`src/rtl/can_filt_pkg.sv`:
```
// Shared encodings for the identifier acceptance filter.
// Assumes: mode and word-select are single-bit codes as listed below.
package can_filt_pkg;
    typedef enum logic {
        MODE_MASK = 1'b0,
        MODE_LIST = 1'b1
    } filt_mode_e;

    typedef enum logic {
        SEL_WORD1 = 1'b0,
        SEL_WORD2 = 1'b1
    } word_sel_e;
endpackage

```
`src/rtl/can_filt_bank.sv`:
```
// One filter bank: two stored words plus the mask/list comparator.
// Assumes: wr_en is already qualified by bank address and write permission;
// stored words carry no reset, their value is undefined until written.
module can_filt_bank
    import can_filt_pkg::*;
#(
    parameter int ID_W = 32
) (
    input  logic            clk,
    input  logic            wr_en,
    input  logic            wr_sel,
    input  logic [ID_W-1:0] wr_data,
    input  logic            list_mode,
    input  logic            active,
    input  logic [ID_W-1:0] id_in,
    output logic            match,
    output logic [ID_W-1:0] word1_o
);
    logic [ID_W-1:0] word1_q;
    logic [ID_W-1:0] word2_q;
    filt_mode_e      mode;
    word_sel_e       sel;

    assign mode = filt_mode_e'(list_mode);
    assign sel  = word_sel_e'(wr_sel);

    // Store the selected word when the write is permitted.
    always_ff @(posedge clk) begin
        if (wr_en) begin
            if (sel == SEL_WORD2) begin
                word2_q <= wr_data;
            end else begin
                word1_q <= wr_data;
            end
        end
    end

    // Compare the incoming identifier according to the bank mode.
    always_comb begin
        logic hit;
        if (mode == MODE_LIST) begin
            hit = (id_in == word1_q) || (id_in == word2_q);
        end else begin
            hit = ((id_in ^ word1_q) & word2_q) == '0;
        end
        match = active && hit;
    end

    assign word1_o = word1_q;
endmodule

```
`src/rtl/can_filt_prio.sv`:
```
// Fixed-priority encoder: the lowest set request wins.
// Assumes: NB fits in IDX_W bits; idx is 0 when no request is set.
module can_filt_prio #(
    parameter int NB    = 14,
    parameter int IDX_W = 4
) (
    input  logic [NB-1:0]    req,
    output logic             any,
    output logic [IDX_W-1:0] idx
);
    // Scan from the top so the lowest request is written last.
    always_comb begin
        idx = '0;
        for (int i = NB - 1; i >= 0; i--) begin
            if (req[i]) begin
                idx = IDX_W'(i);
            end
        end
        any = |req;
    end
endmodule

```
`src/rtl/can_id_filter.sv`:
```
// Identifier acceptance filter top: control registers, write gating,
// a bank per generate slot, priority select and registered result.
// Assumes: synchronous active-low reset; writes to bank numbers at or
// above NUM_BANKS are dropped.
module can_id_filter
    import can_filt_pkg::*;
#(
    parameter int NUM_BANKS = 14,
    parameter int ID_W      = 32,
    localparam int IDX_W    = (NUM_BANKS > 1) ? $clog2(NUM_BANKS) : 1
) (
    input  logic                 clk,
    input  logic                 rst_n,
    input  logic                 cfg_wr_en,
    input  logic [IDX_W-1:0]     cfg_wr_bank,
    input  logic                 cfg_wr_sel,
    input  logic [ID_W-1:0]      cfg_wr_data,
    input  logic                 ctl_wr_en,
    input  logic                 ctl_init,
    input  logic [NUM_BANKS-1:0] ctl_active,
    input  logic [NUM_BANKS-1:0] ctl_mode,
    input  logic                 id_valid,
    input  logic [ID_W-1:0]      id_in,
    output logic                 hit_valid,
    output logic                 hit_accept,
    output logic [IDX_W-1:0]     hit_bank
);
    logic                      init_q;
    logic [NUM_BANKS-1:0]      act_q;
    logic [NUM_BANKS-1:0]      mode_q;
    logic [NUM_BANKS-1:0]      bank_we;
    logic [NUM_BANKS-1:0]      bank_match;
    logic [NUM_BANKS*ID_W-1:0] w1_flat;
    logic                      any_match;
    logic [IDX_W-1:0]          win_idx;

    // Control flags: init set, banks inactive and in mask mode after reset.
    always_ff @(posedge clk) begin
        if (!rst_n) begin
            init_q <= 1'b1;
            act_q  <= '0;
            mode_q <= {NUM_BANKS{MODE_MASK}};
        end else if (ctl_wr_en) begin
            init_q <= ctl_init;
            act_q  <= ctl_active;
            mode_q <= ctl_mode;
        end
    end

    for (genvar g = 0; g < NUM_BANKS; g++) begin : g_bank
        logic [ID_W-1:0] w1;

        // Permit a write only to an idle bank or while init is set.
        assign bank_we[g] = cfg_wr_en && (cfg_wr_bank == IDX_W'(g))
                            && (init_q || !act_q[g]);

        can_filt_bank #(.ID_W(ID_W)) u_bank (
            .clk       (clk),
            .wr_en     (bank_we[g]),
            .wr_sel    (cfg_wr_sel),
            .wr_data   (cfg_wr_data),
            .list_mode (mode_q[g]),
            .active    (act_q[g]),
            .id_in     (id_in),
            .match     (bank_match[g]),
            .word1_o   (w1)
        );

        assign w1_flat[g*ID_W +: ID_W] = w1;
    end

    can_filt_prio #(.NB(NUM_BANKS), .IDX_W(IDX_W)) u_prio (
        .req (bank_match),
        .any (any_match),
        .idx (win_idx)
    );

    // Register the verdict one clock after the identifier strobe.
    always_ff @(posedge clk) begin
        if (!rst_n) begin
            hit_valid  <= 1'b0;
            hit_accept <= 1'b0;
            hit_bank   <= '0;
        end else begin
            hit_valid  <= id_valid;
            hit_accept <= id_valid && any_match;
            hit_bank   <= (id_valid && any_match) ? win_idx : '0;
        end
    end
endmodule

```
`config.mk`:
```
export PLATFORM = sky130hd
export DESIGN_NAME = can_id_filter
export DESIGN_NICKNAME = d
export VERILOG_FILES = /design/src/rtl/can_filt_pkg.sv /design/src/rtl/can_filt_bank.sv /design/src/rtl/can_filt_prio.sv /design/src/rtl/can_id_filter.sv
export SDC_FILE = /design/constraint.sdc
export NUM_CORES = 1
export LEC_CHECK = 0
export BUFFER_PORTS_ARGS = -buffer_cell sky130_fd_sc_hd__buf_4
export CORE_ASPECT_RATIO = 0.5
export CORE_MARGIN = 2
export CORE_UTILIZATION = 48
export DETAILED_ROUTE_END_ITERATION = 6
export GPL_TIMING_DRIVEN = 0
export SETUP_SLACK_MARGIN = 0.2
export SLEW_MARGIN = 0
export SYNTH_ARGS = -nofsm -noshare
export SYNTH_HDL_FRONTEND = slang
export SYNTH_SLANG_ARGS = --single-unit
```
`constraint.sdc`:
```
create_clock -name clk -period 4.4 [get_ports clk]
set_input_delay 0.44 -clock clk [delete_from_list [all_inputs] [get_ports clk]]
set_output_delay 0.44 -clock clk [all_outputs]
set_load 0.1 [all_outputs]
```
### Word level (Yosys, flattened, before mapping)

Cells that the tools add are included.

* register bits: 931
* output and inout port bits: 6
* bits of input ports: 103

* equal/unequal tests: 41
* reduce and logical (&&, ||, !) cells: 133
* muxes and demuxes: 27
* bitwise gates (word level): 31

Operators with widths (number)
* 32-bit equality test: 28
* 32-bit bitwise AND: 14
* 32-bit zero test: 14
* 32-bit XOR: 14
* 2-bit AND reduction: 28
* 1-bit logical AND: 43
* 1-bit logical OR: 28
* 4-bit equality test (second input constant): 6
* 4-bit two-way mux: 6
* 4-bit by 3-bit equality test with 1-bit output (second input constant): 4
* 1-bit two-way mux: 15
* 1-bit zero test: 14
* 14-bit OR reduction: 1
* 3-bit two-way mux: 4
* 10-bit OR reduction: 1
* 4-bit by 2-bit equality test with 1-bit output (second input constant): 2
* 6-bit OR reduction: 1
* 4-bit by 1-bit equality test with 1-bit output (second input constant): 1
* 4-bit zero test: 1
* 2-bit two-way mux: 2
* 4-bit OR reduction: 1
* 1-bit NOT: 3
* 3-bit OR reduction: 1

### Depth between registers and ports, before layout

Gate-level depths: netlist of the first run.

* depth after elaboration: 18
* gate-level depth with buffers: 13

### Modules after synthesis

A second synthesis of the first run with hierarchy kept.

* cell total of the unflattened synthesis: 2634
* area, all modules: 40936.8 um^2

By module, submodules not included
* can_filt_bank: cells each 177, area each 2811.4 um^2, times used 14
* can_id_filter: cells each 131, area each 1427.6 um^2, times used 1
* can_filt_prio: cells each 25, area each 148.9 um^2, times used 1

### Worst setup path after synthesis of the first run

OpenSTA, ideal clock, no wires.

* path type: input port to flip-flop
* start point: input port cfg_wr_bank[0]
* end point: register g_bank[12].u_bank.word1_q[0] (enable)
* stages on the path: 3
* data required time: 3.939 ns
* buffers on the path: 0
* arrival time: 3.093 ns
* library setup time: 0.461 ns
* slack: 0.846 ns
* cells stage by stage: nor3b_1 o21ai_0 nor3_1

* longest elaborated chain between the ends: 4

Ends and longest elaborated chain
* start, declared: line can_id_filter.sv:15 `input logic [IDX_W-1:0] cfg_wr_bank,`
* 4-bit equality test: line can_id_filter.sv:54 `assign bank_we[g] = cfg_wr_en && (cfg_wr_bank == IDX_W'(g))`
* 1-bit logical AND: line can_id_filter.sv:54
* 1-bit logical AND: line can_id_filter.sv:55 `&& (init_q || !act_q[g]);`
* 2-bit AND reduction (no source line)
* end signal, assigned: line can_filt_bank.sv:33 `word1_q <= wr_data;`
* end, declared: line can_filt_bank.sv:19 `logic [ID_W-1:0] word1_q;`

Every way passes these cells.
A chain may end at the register's enable or synchronous reset.

### Worst setup path in the final report of the first run

* start point: input port id_in[2]
* end point: register hit_bank[0]

* longest elaborated chain between the ends: 18
* elaborated cells between the ends (all ways): 129
* classes of those cells: eq/ne: 28; mux: 27; bitwise: 29; reduce/logical: 45

Ends and longest elaborated chain
* start, declared: line can_id_filter.sv:23 `input logic [ID_W-1:0] id_in,`
* 32-bit XOR: line can_filt_bank.sv:44 `hit = ((id_in ^ word1_q) & word2_q) == '0;`
* 32-bit bitwise AND: line can_filt_bank.sv:44
* 32-bit zero test: line can_filt_bank.sv:44
* 1-bit two-way mux: line can_filt_bank.sv:41 `if (mode == MODE_LIST) begin`
* 1-bit logical AND: line can_filt_bank.sv:46 `match = active && hit;`
* 4-bit two-way mux (6 in a row): line can_filt_prio.sv:15 `if (req[i]) begin`
* 3-bit two-way mux (4 in a row): line can_filt_prio.sv:15
* 2-bit two-way mux (2 in a row): line can_filt_prio.sv:15
* 1-bit two-way mux: line can_filt_prio.sv:15
* end signal, assigned: line can_id_filter.sv:87 `hit_bank <= (id_valid && any_match) ? win_idx : '0;`
* end, declared: line can_id_filter.sv:26 `output logic [IDX_W-1:0] hit_bank`

Parallel ways exist; a longest one is shown, timed or not.

==> impl_metrics.tcl, run 1 <==
set metrics [dict create \
    grt-ovfl-total 0 \
    startpoint_type "input port" \
    postLayoutCellArea_mm2 0.04675 \
    slowest_delay_ns 0.74 \
    slew_headroom 0.1187 \
    final_cell_mix "896 x edfxtp_1, 728 x xor2_1, 191 x nor4_1, 168 x xnor2_1, 131 x buf_4" \
    hp-start "ctl_active[10]" \
    fmax_mhz 259.5 \
    maxCapViolations 0 \
    path_cells "buf_4, buf_4, buf_4, xor2_1, nor4_1, a41oi_1, nand4_1, nor3_1, nand4_1, and2_1, o311a_1" \
    hold_viol 0 \
    ys_seq_area_frac 0.6656 \
    run_status "complete, no violations" \
    filler_cell_count 7076 \
    grt_max_degree 33 \
    finClkSkew_ns 0.01709 \
    cts_tree "built" \
    syn_nets 2794 \
    cts_num_sinks 931 \
    yosys.cell_types.count 53 \
    dp.cells 3943 \
    dieWidth_um 419.7 \
    drc 0 \
    cts-root-buf "clkbuf_16" \
    vias_per_cell 6.738 \
    htree_levels 3 \
    ys_ff_latch 931 \
    final_layout_size_suffix_gt1_frac 0.1188 \
    min_period_over_period 0.8760 \
    top_usage_layer "met1" \
    worst_pin_slew_ns 1.305 \
    coreArea_mm2 0.08587 \
    gr-usage-met2 0.5583 \
    irDropWorstVdd_mv 0.2768 \
    post-cts-setup-buffers 0 \
    synth-edff-count 896 \
    min_period_ns 3.854 \
    required_ns 4.97 \
    routed_wirelength_mm 173.7 \
    final_common_cell "edfxtp_1" \
    rsz0062_at_grt "false" \
    place_congestion 0.9790 \
    ctsLongestPathBuffers 3 \
    power-per-cell-area_mw_per_mm2 414.5 \
    clk_latency_ns 0.69 \
    report.final.slew_viol_count 0 \
    drt-initial-drc-count 6218 \
    cts_inserted_buffers 84 \
    wl_per_cell_um 42.25 \
    path_class "in -> reg" \
    grt_use_met3 0.1133 \
    area_growth_pct 12.73 \
    worstReg2RegStart "init_q$_SDFFE_PN1P_" \
    fin_cells 4111 \
    cts_resized 0 \
    dpl.hpwl_mm 105.7 \
    syn_avg_cell_area_um2 15.41 \
    row_count 76 \
    grt_usage 0.3907 \
    start_util 0.4830 \
    crit_arrival_ns 4.42 \
    syn_inst 2691 \
    cp_common_cell "buf_4" \
    crit_buf_inv 3 \
    synth-async-reset-ratio 0 \
    crit_start "id_in[2]" \
    use_met1 0.5614 \
    grt_pass1_wl_mm 228.7 \
    setup_violations 0 \
    min_path_type "in -> reg" \
    port_buffers 74 \
    p_leak_uw 0.01549 \
    first_pass_iters 6 \
    die-area_mm2 0.08892 \
    antenna_found_initial 22 \
    chipHeight_um 211.9 \
    synthFlopType "edfxtp_1" \
    clk_pin_slew_worst_paths_ns 0.07 \
    nets 2974 \
    drt.antenna.violating_nets 0 \
    vias 27700 \
    yosys_warnings 0 \
    critPathTopFamily "simple AND/OR/NAND/NOR gates" \
    num_io_pins 109 \
    grt_pass1_vias 26000 \
    place_area_mm2 0.04384 \
    slowest_stage "nand4_1" \
    cp_max_fo 10 \
    critPathCaptureType "register" \
    syn-cell-area_mm2 0.04147 \
]
-- metrics by stage --
stage / utilization / power, µW / TNS, ns / setup slack (ns) / hold WS (ns)
after floorplan: - / 10760 / 0 / 0.8457 / 0.4885
after global placement: 0.5065 / 11690 / -186.11 / -1.644 / 0.5308
after detailed placement: 0.5106 / 11700 / 0 / 0.1689 / 0.5356
after CTS: 0.5444 / 19270 / 0 / 0.8746 / 0.0006334
after global routing: 0.5444 / 19700 / 0 / 0.6978 / 0.03369
final: 0.5445 / 19380 / 0 / 0.5457 / 0.02693
-- worst reg2reg max path, cell delays in order (launching register included) --
cell	delay, ns
dfxtp_1	0.77
clkbuf_1	0.86
o21ai_0	0.48
nor2_4	0.90
-- final timing paths --
kind | to | slack [ns] | depth (start not counted)
max | hit_bank[0]$_SDFF_PP0_ | 0.55 | 11
min | act_q[10]$_SDFFE_PN0P_ | 0.03 | 3
max reg2reg | g_bank[1].u_bank.word1_o[20]$_DFFE_PP_ | 0.99 | 3
min reg2reg | mode_q[6]$_SDFFE_PN0P_ | 0.55 | 2
-- layer usage --
metal	vias up	wire length [µm]	share of wire
met2	2400	72960	0.42
met4	0	7451	0.043
met5	-	0	0
li1	10670	-	-
met3	390	25450	0.15
met1	14240	67820	0.39
-- where the power goes --
group	leakage (µW)	internal, µW	total, µW	switching [µW]
Sequential	0.00836	9780	9840	51.8
Combinational	0.00577	420	1760	1340
Clock	0.00136	4280	7780	3500
Total	0.0155	14500	19400	4900
-- state kept, by name, indices dropped and copies added (netlist names) --
signal,flops
act_q,14
g_bank.u_bank.word1_o,448
g_bank.u_bank.word2_q,448
hit_accept,1
hit_bank,4
hit_valid,1
init_q,1
mode_q,14
-- cell families after synthesis --
group,after synthesis,synth area share
AOI/OAI and AO/OA,271,0.05578
xor gates and xnor gates,896,0.1892
buffers and inverters,126,0.01949
DFF,931,0.6656
muxes,29,0.006999
and+or+nand+nor,438,0.06290
-- cell usage after synthesis, types with 2 or more instances --
| master | instances | area, µm² |
|---|---|---|
| or3_1 | 3 | 18.77 |
| nor3_1 | 8 | 40.04 |
| a22oi_1 | 36 | 270.3 |
| nand4b_1 | 4 | 35.03 |
| dfxtp_1 | 35 | 700.7 |
| a32oi_1 | 3 | 26.28 |
| buf_6 | 12 | 135.1 |
| a41oi_1 | 3 | 26.28 |
| edfxtp_1 | 896 | 26910 |
| o32a_1 | 5 | 50.05 |
| a41o_1 | 2 | 20.02 |
| mux2i_1 | 29 | 290.3 |
| a2bb2oi_1 | 5 | 43.79 |
| and4_1 | 7 | 61.31 |
| o22ai_1 | 7 | 43.79 |
| a221oi_2 | 5 | 75.07 |
| nand4_1 | 101 | 631.9 |
| or3b_2 | 2 | 17.52 |
| buf_4 | 56 | 420.4 |
| clkbuf_1 | 8 | 30.03 |
| xor2_1 | 728 | 6376 |
| nand3_1 | 12 | 60.06 |
| nor4_1 | 191 | 1195 |
| o21ai_0 | 14 | 70.07 |
| nand2_1 | 25 | 93.84 |
| a22o_1 | 80 | 700.7 |
| a221oi_1 | 75 | 656.9 |
| nor2b_1 | 29 | 181.4 |
| xnor2_1 | 168 | 1471 |
| a211oi_1 | 10 | 75.07 |
| and3b_1 | 2 | 17.52 |
| nand3b_1 | 2 | 15.01 |
| and3_1 | 8 | 50.05 |
| buf_2 | 28 | 140.1 |
| a222oi_1 | 14 | 140.1 |
| nor2_1 | 36 | 135.1 |
| and2_1 | 5 | 31.28 |
| inv_1 | 22 | 82.58 |
-- what timing repair did --
| action | 4_1_cts | 5_1_grt |
|---|---|---|
| setup endpoints to repair | 0 | 0 |
| endpoints found under the hold margin | 12 | 0 |
| hold buffers | 12 | 0 |
-- final cells by class --
class                      instances  area [µm²]  share of cell area
clock buffer                     106        2288             0.04895
sequential                       931       27610              0.5905
inverter                          22       82.58            0.001766
timing repair buffer              94       812.0             0.01737
antenna                            3       7.507           0.0001606
tap                             1170        1464             0.03131
buffer                           104       729.5             0.01560
clock inverter                    47       494.2             0.01057
multi-input combinational       1634       13270              0.2838
Note: power is estimated with default switching activity, not from simulation.
==> inputs of run 2 (changes only) <==
Settings changed: CORE_ASPECT_RATIO 0.5 to 0.8.
Clock period 4.4 ns to 3.6 ns, I/O delays scaled along.
==> impl_metrics.tcl, run 2 (same netlist as run 1, synthesis figures left out) <==
set metrics [dict create \
    run_status "complete, but fails checks" \
    violations "design-rule violations" \
    min_path_type "in -> reg" \
    start_util 0.4843 \
    coreArea_mm2 0.08564 \
    post-cts-setup-buffers 0 \
    grt_max_degree 33 \
    die-area_mm2 0.08879 \
    power-per-cell-area_mw_per_mm2 515.1 \
    report.final.slew_viol_count 0 \
    final_cell_mix "896 x edfxtp_1, 728 x xor2_1, 191 x nor4_1, 168 x xnor2_1, 130 x buf_4" \
    comb_power_share 0.088 \
    fmax_mhz 291.9 \
    finClkSkew_ns 0.01527 \
    grt_pass1_wl_mm 228.7 \
    crit_arrival_ns 3.95 \
    ctsLongestPathBuffers 3 \
    maxCapViolations 0 \
    path_class "in -> reg" \
    place_congestion 0.9858 \
    dieWidth_um 332.6 \
    crit_buf_inv 2 \
    grt_usage 0.3859 \
    min_period_ns 3.426 \
    cts_num_sinks 931 \
    path_cells "buf_2, buf_2, xnor2_1, nand4_1, nor4_1, a41oi_1, nand4_1, nor3_1, nand4_1, and2_1, o311a_1" \
    rrSetupSlack_ns 0.27 \
    grt-ovfl-total 0 \
    final_common_cell "edfxtp_1" \
    antenna_found_initial 18 \
    routed_wirelength_mm 172.5 \
    drt-initial-drc-count 5674 \
    endpoint "hit_bank[0]$_SDFF_PP0_" \
    irDropWorstVdd_mv 0.4295 \
    p_leak_uw 0.01575 \
    row_count 96 \
    cts_tree "built" \
    required_ns 4.12 \
    nets 3003 \
    cp_common_cell "nand4_1" \
    startpoint_type "input port" \
    htree_levels 3 \
    drt.antenna.violating_nets 0 \
    hold_viol 0 \
    reg2reg_to "g_bank[9].u_bank.word1_o[5]$_DFFE_PP_" \
    port_buffers 74 \
    num_io_pins 109 \
    slowest_stage "buf_2" \
    vias_per_cell 6.704 \
    p_sw_uw 5996 \
    clk_latency_ns 0.67 \
    clk_pin_slew_worst_paths_ns 0.06 \
    setup_violations 0 \
    first_pass_iters 7 \
    p_clk_frac 0.417 \
    dp.cells 3901 \
    vias 27540 \
    cp.depth 11 \
    final_layout_size_suffix_gt1_frac 0.1210 \
    slowest_delay_ns 0.71 \
    wl_per_cell_um 42.01 \
    critPathTopFamily "simple AND/OR/NAND/NOR gates" \
    p_seq_frac 0.494 \
    internal_power_uw 18350 \
    r2r_cells 3 \
    worstReg2RegStart "init_q$_SDFFE_PN1P_" \
    drc 2 \
    dpl.hpwl_mm 105.8 \
    rsz0062_at_grt "false" \
    cp_max_fo 10 \
    utilization 0.5519 \
    critPathCaptureType "register" \
    cts-root-buf "clkbuf_16" \
    min_period_over_period 0.9518 \
    crit_start "id_in[17]" \
    chipHeight_um 266.9 \
    slew_headroom 0.1097 \
    grt_pass1_vias 26020 \
    swShare 0.2463 \
    fin_cells 4107 \
    worst_pin_slew_ns 1.335 \
    cts_inserted_buffers 95 \
    area_growth_pct 13.96 \
]
-- run 2: changes by cell type in the layout (fill, tap and decap cells not counted), moves of 2 or more --
cell,previous run,this run
dlygate4sd3_1,12,29
clkbuf_1,20,32
clkbuf_16,87,97
clkbuf_8,4,10
clkinv_1,12,8
clkinv_2,17,13
diode_2,3,6
buf_2,28,26
clkbuf_4,0,2
-- run 2: layer usage --
metal | vias to the layer above | routed length (µm) | track usage
met5 | - | 13 | 0
met4 | 2 | 7413 | 0.1405
met3 | 364 | 23650 | 0.09772
met2 | 2319 | 73500 | 0.5660
met1 | 14110 | 67940 | 0.5557
li1 | 10740 | - | -
-- run 2: worst min path at each step --
stage | cells past startpoint | end | slack [ns] | start
5_1_grt | 2 | hit_valid$_SDFF_PN0_ | 0.19 | id_valid
3_3_place_gp | 2 | mode_q[10]$_SDFFE_PN0P_ | 0.53 | mode_q[10]$_SDFFE_PN0P_
2_1_floorplan | 0 | g_bank[0].u_bank.word1_o[0]$_DFFE_PP_ | 0.46 | cfg_wr_data[0]
3_5_place_dp | 2 | mode_q[10]$_SDFFE_PN0P_ | 0.53 | mode_q[10]$_SDFFE_PN0P_
4_1_cts | 2 | hit_valid$_SDFF_PN0_ | 0.13 | id_valid
6_report | 2 | hit_valid$_SDFF_PN0_ | 0.19 | id_valid
-- run 2: through the flow --
step                      setup TNS (ns)  hold slack, ns  power (µW)  cell area [µm²]  setup WS [ns]
final                                  0          0.1856       24350            47260         0.1736
after global routing                   0          0.1874       24720            47250         0.2100
after CTS                              0          0.1330       24240            47230         0.2181
after detailed placement          -1.349          0.5337       14290            43830        -0.4688
after global placement           -883.41          0.5261       14280            43450         -2.034
after floorplan                        0          0.4589       13150            41480         0.2206
-- run 2: worst register-to-register path, stage by stage, from the launching register on --
cell and delay [ns]:
dfxtp_1 0.72, clkbuf_1 0.86, o21ai_0 0.47, nor2_4 0.90
-- run 2: layout make-up --
class	count	area (µm²)
Sequential cell	931	27610
Multi-Input combinational cell	1634	13290
Clock buffer	133	2663
Buffer	104	733.2
Timing Repair Buffer	112	1017
Fill cell	6917	38380
Tap cell	1127	1410
Clock inverter	38	449.2
Antenna cell	6	15.01
Inverter	22	82.58
-- run 2: what timing repair did --
item / in CTS / in global routing
hold endpoints to repair: 29 / 0
resized for setup: 0 / 3
hold buffers: 29 / 0
setup endpoints to repair: 0 / 1
-- run 2: power by group through the flow --
stage / Sequential [µW] / Clock [µW] / Combinational (µW)
3_3_place_gp: 12300 / 0 / 2010
3_5_place_dp: 12300 / 0 / 2030
5_1_grt: 12000 / 10500 / 2150
2_1_floorplan: 12200 / 0 / 906
6_report: 12000 / 10200 / 2150
4_1_cts: 12000 / 10100 / 2070
